<file path="src/rtl/wake_seq_pkg.sv">
package wake_seq_pkg;

  typedef enum logic [2:0] {
    ST_RUN       = 3'd0,
    ST_DROP_RDY  = 3'd1,
    ST_DROP_PLL  = 3'd2,
    ST_SLEEP     = 3'd3,
    ST_PWR_WAIT  = 3'd4,
    ST_RAMP      = 3'd5,
    ST_LOCK_WAIT = 3'd6
  } wseq_state_e;

  // Supply switch is on everywhere except in the sleep state.
  function automatic logic supply_on(wseq_state_e s);
    return s != ST_SLEEP;
  endfunction

  // PLL runs in run state, first drop step, and while waiting for lock.
  function automatic logic clock_on(wseq_state_e s);
    return (s == ST_RUN) || (s == ST_DROP_RDY) || (s == ST_LOCK_WAIT);
  endfunction

  // Any state between the two resting states counts as a transition.
  function automatic logic in_transit(wseq_state_e s);
    return !((s == ST_RUN) || (s == ST_SLEEP));
  endfunction

  // A wakeup seen during the drop steps is kept for later.
  function automatic logic keeps_wake(wseq_state_e s);
    return (s == ST_DROP_RDY) || (s == ST_DROP_PLL);
  endfunction

endpackage

</file>
<file path="src/rtl/wake_ramp_timer.sv">
module wake_ramp_timer #(
  parameter int CNT_W = 8
) (
  input  logic             clk,
  input  logic             rst,
  input  logic             load,
  input  logic [CNT_W-1:0] load_val,
  input  logic             active,
  output logic             last,
  output logic             cfg_zero
);

  logic [CNT_W-1:0] cnt_q;

  // Final ramp cycle: one count left.
  function automatic logic at_last(logic [CNT_W-1:0] c);
    return c == CNT_W'(1);
  endfunction

  always_ff @(posedge clk) begin
    if (rst) begin
      cnt_q <= '0;
    end else if (load) begin
      cnt_q <= load_val;
    end else if (active && (cnt_q != '0)) begin
      cnt_q <= cnt_q - CNT_W'(1);
    end
  end

  assign last     = active && at_last(cnt_q);
  assign cfg_zero = (load_val == '0);


  ramp_nonzero_chk: assert property (@(posedge clk) disable iff (rst)
    active |-> (cnt_q != '0));

endmodule

</file>
<file path="src/rtl/wake_lock_watch.sv">
module wake_lock_watch #(
  parameter bit TIMEOUT_EN = 1'b1,
  parameter int LOCK_LIMIT = 1024
) (
  input  logic clk,
  input  logic rst,
  input  logic waiting,
  input  logic locked,
  output logic lock_err
);

  localparam int LW = $clog2(LOCK_LIMIT + 1);

  generate
    if (TIMEOUT_EN) begin : g_watch
      logic [LW-1:0] wait_cnt_q;
      logic          err_q;
      logic          expire;

      assign expire = waiting && !locked && (wait_cnt_q == LW'(LOCK_LIMIT - 1));

      always_ff @(posedge clk) begin
        if (rst) begin
          wait_cnt_q <= '0;
          err_q      <= 1'b0;
        end else begin
          if (!waiting) begin
            wait_cnt_q <= '0;
          end else if (!locked && (wait_cnt_q != LW'(LOCK_LIMIT))) begin
            wait_cnt_q <= wait_cnt_q + LW'(1);
          end
          if (expire) begin
            err_q <= 1'b1;
          end
        end
      end

      assign lock_err = err_q;


      err_sticky_chk: assert property (@(posedge clk) disable iff (rst)
        lock_err |=> lock_err);


      err_cause_chk: assert property (@(posedge clk) disable iff (rst)
        $rose(lock_err) |-> ($past(waiting) && !$past(locked)));
    end else begin : g_nowatch
      logic unused_in;
      assign unused_in = waiting ^ locked ^ clk ^ rst;
      assign lock_err  = 1'b0;
    end
  endgenerate

endmodule

</file>
<file path="src/rtl/wake_fsm.sv">
module wake_fsm
  import wake_seq_pkg::*;
(
  input  logic        clk,
  input  logic        rst,
  input  logic        sleep_req,
  input  logic        wake_evt,
  input  logic        pwr_good,
  input  logic        pll_locked,
  input  logic        ramp_last,
  input  logic        ramp_zero,
  output wseq_state_e state_q,
  output logic        rdy_q,
  output logic        ramp_load,
  output logic        ramp_active,
  output logic        lock_waiting
);

  wseq_state_e state_d;
  logic        wake_pend_q;
  logic        wake_now;
  logic        go_lock;

  assign wake_now     = wake_evt || wake_pend_q;
  assign ramp_load    = (state_q == ST_PWR_WAIT) && pwr_good && !ramp_zero;
  assign ramp_active  = (state_q == ST_RAMP);
  assign lock_waiting = (state_q == ST_LOCK_WAIT);
  assign go_lock      = ((state_q == ST_PWR_WAIT) && pwr_good && ramp_zero) ||
                        ((state_q == ST_RAMP) && pwr_good && ramp_last);

  always_comb begin
    state_d = state_q;
    unique case (state_q)
      ST_RUN:       if (sleep_req) state_d = ST_DROP_RDY;
      ST_DROP_RDY:  state_d = ST_DROP_PLL;
      ST_DROP_PLL:  state_d = ST_SLEEP;
      ST_SLEEP:     if (wake_now) state_d = ST_PWR_WAIT;
      ST_PWR_WAIT:  if (go_lock) state_d = ST_LOCK_WAIT;
                    else if (ramp_load) state_d = ST_RAMP;
      ST_RAMP:      if (!pwr_good) state_d = ST_PWR_WAIT;
                    else if (go_lock) state_d = ST_LOCK_WAIT;
      ST_LOCK_WAIT: if (pll_locked) state_d = ST_RUN;
      default:      state_d = ST_RUN;
    endcase
  end

  always_ff @(posedge clk) begin
    if (rst) begin
      state_q     <= ST_RUN;
      wake_pend_q <= 1'b0;
      rdy_q       <= 1'b0;
    end else begin
      state_q <= state_d;
      if (state_q == ST_SLEEP) begin
        wake_pend_q <= 1'b0;
      end else if (keeps_wake(state_q) && wake_evt) begin
        wake_pend_q <= 1'b1;
      end
      if (state_d != ST_RUN) begin
        rdy_q <= 1'b0;
      end else if ((state_q == ST_LOCK_WAIT) || pll_locked) begin
        rdy_q <= 1'b1;
      end
    end
  end


  pend_serve_chk: assert property (@(posedge clk) disable iff (rst)
    (state_q == ST_SLEEP && wake_pend_q) |=> (state_q == ST_PWR_WAIT));


  lock_entry_chk: assert property (@(posedge clk) disable iff (rst)
    (state_q == ST_LOCK_WAIT && $past(state_q) != ST_LOCK_WAIT) |->
      ($past(pwr_good) && ($past(ramp_last) || $past(ramp_zero))));


  sleep_ignored_chk: assert property (@(posedge clk) disable iff (rst)
    (state_q == ST_PWR_WAIT && !pwr_good) |=> (state_q == ST_PWR_WAIT));

endmodule

</file>
<file path="src/rtl/wake_sequencer.sv">
module wake_sequencer
  import wake_seq_pkg::*;
#(
  parameter int RAMP_W     = 8,
  parameter bit TIMEOUT_EN = 1'b1,
  parameter int LOCK_LIMIT = 1024
) (
  input  logic              clk,
  input  logic              rst,
  input  logic              sleep_req,
  input  logic              wake_evt,
  input  logic              pwr_good,
  input  logic              pll_locked,
  input  logic [RAMP_W-1:0] ramp_cfg,
  output logic              pwr_en,
  output logic              pll_en,
  output logic              ready,
  output logic              busy,
  output logic [2:0]        state_o,
  output logic              lock_err
);

  wseq_state_e state_q;
  logic        rdy_q;
  logic        ramp_load;
  logic        ramp_active;
  logic        ramp_last;
  logic        ramp_zero;
  logic        lock_waiting;

  wake_fsm u_fsm (
    .clk          (clk),
    .rst          (rst),
    .sleep_req    (sleep_req),
    .wake_evt     (wake_evt),
    .pwr_good     (pwr_good),
    .pll_locked   (pll_locked),
    .ramp_last    (ramp_last),
    .ramp_zero    (ramp_zero),
    .state_q      (state_q),
    .rdy_q        (rdy_q),
    .ramp_load    (ramp_load),
    .ramp_active  (ramp_active),
    .lock_waiting (lock_waiting)
  );

  wake_ramp_timer #(.CNT_W(RAMP_W)) u_ramp (
    .clk      (clk),
    .rst      (rst),
    .load     (ramp_load),
    .load_val (ramp_cfg),
    .active   (ramp_active),
    .last     (ramp_last),
    .cfg_zero (ramp_zero)
  );

  wake_lock_watch #(.TIMEOUT_EN(TIMEOUT_EN), .LOCK_LIMIT(LOCK_LIMIT)) u_watch (
    .clk      (clk),
    .rst      (rst),
    .waiting  (lock_waiting),
    .locked   (pll_locked),
    .lock_err (lock_err)
  );

  assign pwr_en  = supply_on(state_q);
  assign pll_en  = clock_on(state_q);
  assign busy    = in_transit(state_q);
  assign ready   = (state_q == ST_RUN) && rdy_q;
  assign state_o = state_q;


  drop_order_chk: assert property (@(posedge clk) disable iff (rst)
    $fell(pwr_en) |-> (!pll_en && !$past(pll_en) && !ready));


  ready_ctx_chk: assert property (@(posedge clk) disable iff (rst)
    ready |-> (pll_en && pwr_en && !busy));


  pll_after_supply_chk: assert property (@(posedge clk) disable iff (rst)
    $rose(pll_en) |-> (pwr_en && $past(pwr_en)));

endmodule

</file>
<file path="config.mk">
export PLATFORM = sky130hd
export DESIGN_NAME = wake_sequencer
export DESIGN_NICKNAME = d
export VERILOG_FILES = /design/src/rtl/wake_seq_pkg.sv /design/src/rtl/wake_ramp_timer.sv /design/src/rtl/wake_lock_watch.sv /design/src/rtl/wake_fsm.sv /design/src/rtl/wake_sequencer.sv
export SDC_FILE = /design/constraint.sdc
export NUM_CORES = 1
export LEC_CHECK = 0
export BUFFER_PORTS_ARGS = -buffer_cell sky130_fd_sc_hd__buf_2
export CAP_MARGIN = 20
export CORE_MARGIN = 4
export CORE_UTILIZATION = 48
export CTS_CLUSTER_SIZE = 10
export DETAILED_ROUTE_END_ITERATION = 10
export HOLD_SLACK_MARGIN = 0.12
export PLACE_DENSITY = 0.69
export SETUP_SLACK_MARGIN = 0.02
export SYNTH_ARGS = -nofsm -noshare
export SYNTH_HDL_FRONTEND = slang
export SYNTH_SLANG_ARGS = --single-unit
export TNS_END_PERCENT = 5
</file>
<file path="constraint.sdc">
create_clock -name clk -period 1.8 [get_ports clk]
set_input_delay 0.18 -clock clk [delete_from_list [all_inputs] [get_ports clk]]
set_output_delay 0.18 -clock clk [all_outputs]
set_load 0.01 [all_outputs]
</file>
# After elaboration in Yosys (flattened, before gate mapping)
# Index checks and enable logic that the tools add are counted.
# classes
bitwise_logic,1
eq_ne,10
n_addsub,2
reduce_logical,30
muxes,10
# op_table
op,count
2-to-1 mux 3 bit,7
case mux 3 bit (7 select lines),1
2-to-1 mux 8 bit,2
logical AND 1 bit,12
"adder 11 x 1 -> 11 bit, second input constant",1
"== test 11 x 10 -> 1 bit, second input constant",1
"!= test 11 bit, second input constant",1
"== test 3 bit, second input constant",3
"== test 8 x 1 -> 1 bit, second input constant",1
logical NOT 8 bit,1
nonzero test 8 bit,1
"subtractor 8 x 1 -> 8 bit, second input constant",1
logical OR 1 bit,7
"== test 3 x 2 -> 1 bit, second input constant",2
OR reduction 2 bit,3
"== test 3 x 1 -> 1 bit, second input constant",1
logical NOT 1 bit,3
logical NOT 3 bit,1
"!= test 3 x 2 -> 1 bit, second input constant",1
nonzero test 3 bit,1
nonzero test 2 bit,1
inverter 1 bit,1
# totals
reg_bits,25
out_inout_bits,8
input_bits,14

# Depth between registers and ports, before layout
# depth
word_depth,9
mapped_depth,6
depth_no_buf,6

# Hierarchy
# Synthesis repeated with hierarchy kept, for this count alone.
# hier_totals
hier_cells,183
area_unflattened_um2,1579.0
# modules_own_cells
module,seq_area_each_um2,area_per_inst_um2,cells_per_inst,instances
wake_lock_watch,240.2,679.4,75,1
wake_ramp_timer,160.2,563.0,69,1
wake_fsm,100.1,286.5,33,1
wake_sequencer,0.0,50.0,6,1

# Least setup slack after synthesis
# No wires, ideal clock.
# synth_path
kind,flip-flop to flip-flop
startpoint,register u_ramp.cnt_q[0]
endpoint,register u_ramp.cnt_q[2]
path_buffers,0
arrival_ns,1.475
slack_ns,0.240
setup_time_ns,0.086
path_stages_with_launch,7
path_cell_list,dfxtp_1 -> inv_1 -> ha_1 -> nor3b_1 -> a21oi_1 -> xnor2_1 -> a211oi_1
# synth_via
elab_chain_cells,3
elab_cells_between_ends,6
# synth_rtl
item,line_no,text
from (decl),wake_ramp_timer.sv:13,logic [CNT_W-1:0] cnt_q;
from (signal assigned),wake_ramp_timer.sv:24,cnt_q <= load_val;
from (signal assigned),wake_ramp_timer.sv:26,cnt_q <= cnt_q - CNT_W'(1);
subtractor 8 x 1 -> 8 bit or nonzero test 8 bit (tied branches),"wake_ramp_timer.sv:26, wake_ramp_timer.sv:25",
2-to-1 mux 8 bit or logical AND 1 bit (tied branches),wake_ramp_timer.sv:25,end else if (active && (cnt_q != '0)) begin
2-to-1 mux 8 bit or nonzero test 2 bit (tied branches),n/a,
# Several ways; a longest one is shown, not always the timed one. The select of a mux whose other input is x is not followed.
# A chain may end at the register's enable or synchronous reset.

# Worst setup path after layout
# Ends and elaborated chain as after synthesis.

==> flow_metrics.py <==
metrics = {
    "run_status": {
        "status": "completed",
    },
    "critical_path": {
        "worstPathRequired_ps": 2030,
        "critPathCaptureType": "flop",
        "arrival_ps": 1900,
        "r2r-start": "u_ramp.cnt_q[0]$_SDFFE_PP0P_",
        "criticalPathCategory": "flop to flop",
        "cp_max_fo": 6,
        "crit_path_top_delay_cell": "dfxtp_1",
        "r2r_slack_ps": 130,
        "r2r_cells": 6,
        "start_kind": "flop",
        "reg2reg_to": "u_ramp.cnt_q[2]$_SDFFE_PP0P_",
        "path_cells": "inv_1 -> ha_1 -> nor3b_4 -> a21oi_1 -> xnor2_1 -> a211oi_1",
        "slowest_delay_ps": 380,
    },
    "final_layout": {
        "drive_above_1_share_pct": 19.6,
        "fin_nets": 219,
        "final_cell_mix": "dfxtp_1 (25), buf_2 (21), nor2_1 (18), nand2_1 (12), a21oi_1 (12)",
        "fillers": 269,
        "instances_no_fill": 230,
        "syn2layout_area_growth_pct": 13.8,
        "final_util_pct": 59.0,
        "insertedDiodeCount": 0,
        "final_common_cell": "dfxtp_1",
    },
    "logic_synthesis": {
        "async_reset_ff_share_pct": 0,
        "synth_largest_area_cell": "dfxtp_1",
        "syn_inst": 174,
        "yosysWarnings": 0,
        "synthTopCellsByArea": "dfxtp_1 (34%), nor2_1 (4.6%), a21oi_1 (4.4%)",
        "synth_edf_count": 0,
        "ys_types": 52,
        "seq_area_frac_synth_pct": 33.8,
        "syn_area_per_cell_sq_um": 8.51,
        "synth_seq_cells": 25,
        "syn_area_sq_um": 1480,
        "syn_nets": 193,
        "synth_top_area_share_pct": 33.8,
        "synthFlopType": "dfxtp_1",
    },
    "grt": {
        "grt-busiest-layer": "met2",
        "grt.overflow.total": 0,
        "grt_start_max_net_pins": 16,
        "grt_usage_pct": 17.5,
        "grt_use_met3_pct": 3.91,
        "antenna_found_initial": 0,
        "grt_pass1_vias": 1256,
        "grt_use_met2_pct": 30.0,
        "met1_usage_pct": 22.9,
        "grt_pass1_wl_um": 5830,
    },
    "power": {
        "irDropWorstVdd_v": 0.000476,
        "p_leak_nw": 0.599,
        "switching_share_pct": 26.1,
        "clkPwrFrac_pct": 25.4,
        "internal-power_w": 0.000721,
        "seqPwrFrac_pct": 59.7,
        "power_frac_comb_pct": 15.0,
        "power_density_nw_per_um2": 579,
        "power.switching_w": 0.000254,
    },
    "place": {
        "hpwl_um": 2550,
        "port_buffers": 21,
        "dp_cells": 226,
        "gp_congestion": 0.875,
    },
    "routing": {
        "post_drt_via_cell_ratio": 6.04,
        "wirelength_um": 3370,
        "detail-route-antenna-nets": 0,
        "drtIter0Drc": 103,
        "wl_per_cell_um": 14.7,
        "dr_total_vias": 1390,
        "dr.pass1.iters": 4,
        "drc": 0,
    },
    "clock_tree": {
        "cts_hold_buf": 0,
        "numCtsBuffers": 3,
        "clkSinkCount": 25,
        "post_cts_resize_count": 1,
        "insertion_delay_ps": 310,
        "cts.clk_slew.worst_paths_ps": 130,
        "cts_root_buffer": "clkbuf_4",
        "clockBufferDepth": 2,
        "cts_setup_buffers": 0,
        "htreeDepth": 1,
        "cts_tree": "yes",
    },
    "timing": {
        "setup-tns-final_ps": 0,
        "relSlewSlack_pct": 64.0,
        "finalSetupViolations": 0,
        "rsz0062_at_grt": "yes",
        "tightest_slew_ps": 535,
        "finClkSkew_ps": 5.28,
        "fin_crit_sh_pct": 92.6,
        "hold_viol": 0,
        "fmax_mhz": 600,
        "period_minus_slack_ps": 1670,
        "drv_slew": 0,
    },
    "die": {
        "die_h_um": 63.5,
        "num_rows": 19,
        "die_area_sq_um": 4040,
        "num_io_pins": 22,
        "die_w_um": 63.5,
        "start_util_pct": 51.9,
        "core_sq_um": 2850,
    },
    "hold_path": {
        "hold_depth": 3,
        "hp-class": "input port to flop",
        "hp-start": "ramp_cfg[1]",
        "worstHoldEndpoint": "u_ramp.cnt_q[1]$_SDFFE_PP0P_",
    },
    "run": {
        "max_cap_violations": 0,
    },
}
## through the flow
stage / power, W / hold slack, ps / worst slack, ps / instance area (sq um)
finish: 0.000975 / 135 / 133 / 1680
global route: 0.00103 / 135 / 7.15 / 1680
CTS: 0.000986 / 123 / 146 / 1670
global placement: 0.000734 / 456 / 142 / 1640
floorplan: 0.000679 / 252 / 240 / 1480
detailed placement: 0.000737 / 469 / 48.3 / 1640
## sequential cells by signal (all words and copies together) (netlist names)
register and count:
u_fsm.rdy_q 1, u_ramp.cnt_q 8, u_fsm.wake_pend_q 1, u_watch.lock_err 1, u_watch.g_watch.wait_cnt_q 11, u_fsm.state_q 3
## cells in the mapped netlist (4+ instances only)
library cell and n:
a21oi_1 13, dfxtp_1 25, ha_1 5, inv_1 10, nand2_1 12, nand3_1 5
nor2_1 18, nor3_1 5, nor4_1 4, o21ai_0 7, xor2_1 6
## kinds of logic (layout without fill, tap and decap cells)
| kind of cell | count (synthesis) | in the layout | synth area share (%) |
|---|---|---|---|
| buffers and inverters | 16 | 41 | 4.31 |
| AND/OR/NAND/NOR | 72 | 72 | 29.0 |
| AO/OA/AOI/OAI | 48 | 48 | 23.9 |
| flip-flops | 25 | 25 | 33.8 |
| adder cells (fa/ha/maj) | 5 | 5 | 4.23 |
| XOR/XNOR | 8 | 8 | 4.73 |
## worst max-delay path: cells and delay by family (launching register included)
family / cells / cell delay [ps]
AOI/OAI and AO/OA: 2 / 380
DFF: 1 / 380
buffers and inverters: 1 / 110
adders and majority gates: 1 / 240
and+or+nand+nor: 1 / 300
xor gates and xnor gates: 1 / 170
## power groups by stage
| stage | Sequential [W] | Combinational [W] | Clock [W] |
|---|---|---|---|
| floorplan | 0.000589 | 0.0000905 | 0 |
| global placement | 0.000593 | 0.000141 | 0 |
| detailed placement | 0.000593 | 0.000144 | 0 |
| CTS | 0.000581 | 0.000144 | 0.000260 |
| global route | 0.000585 | 0.000160 | 0.000284 |
| finish | 0.000582 | 0.000146 | 0.000248 |
## worst max-delay path by stage
stage                                 startpoint                            to  slack [ps]  depth (start not counted)
floorplan           u_ramp.cnt_q[0]$_SDFFE_PP0P_  u_ramp.cnt_q[2]$_SDFFE_PP0P_         240                          6
global placement    u_ramp.cnt_q[0]$_SDFFE_PP0P_  u_ramp.cnt_q[2]$_SDFFE_PP0P_         140                          6
detailed placement  u_ramp.cnt_q[0]$_SDFFE_PP0P_  u_ramp.cnt_q[2]$_SDFFE_PP0P_          50                          6
CTS                 u_ramp.cnt_q[0]$_SDFFE_PP0P_  u_ramp.cnt_q[2]$_SDFFE_PP0P_         150                          6
global route        u_ramp.cnt_q[0]$_SDFFE_PP0P_  u_ramp.cnt_q[2]$_SDFFE_PP0P_           7                          6
finish              u_ramp.cnt_q[0]$_SDFFE_PP0P_  u_ramp.cnt_q[2]$_SDFFE_PP0P_         130                          6
## layout make-up
class                      instances  area (sq um)  area share [%]
sequential                        25           500            29.7
multi-input combinational        133           931            55.3
clock buffer                       4          26.3            1.56
inverter                          10          37.5            2.23
tap                               31          38.8            2.30
timing repair buffer              27           150            8.92
## routing by layer
| metal | share of wire (%) | wire, um |
|---|---|---|
| met5 | 0 | 0 |
| met2 | 49 | 1660 |
| met4 | 0.59 | 20 |
| met3 | 5.2 | 177 |
| met1 | 45 | 1510 |
Note: power is estimated with default switching activity, not from simulation.
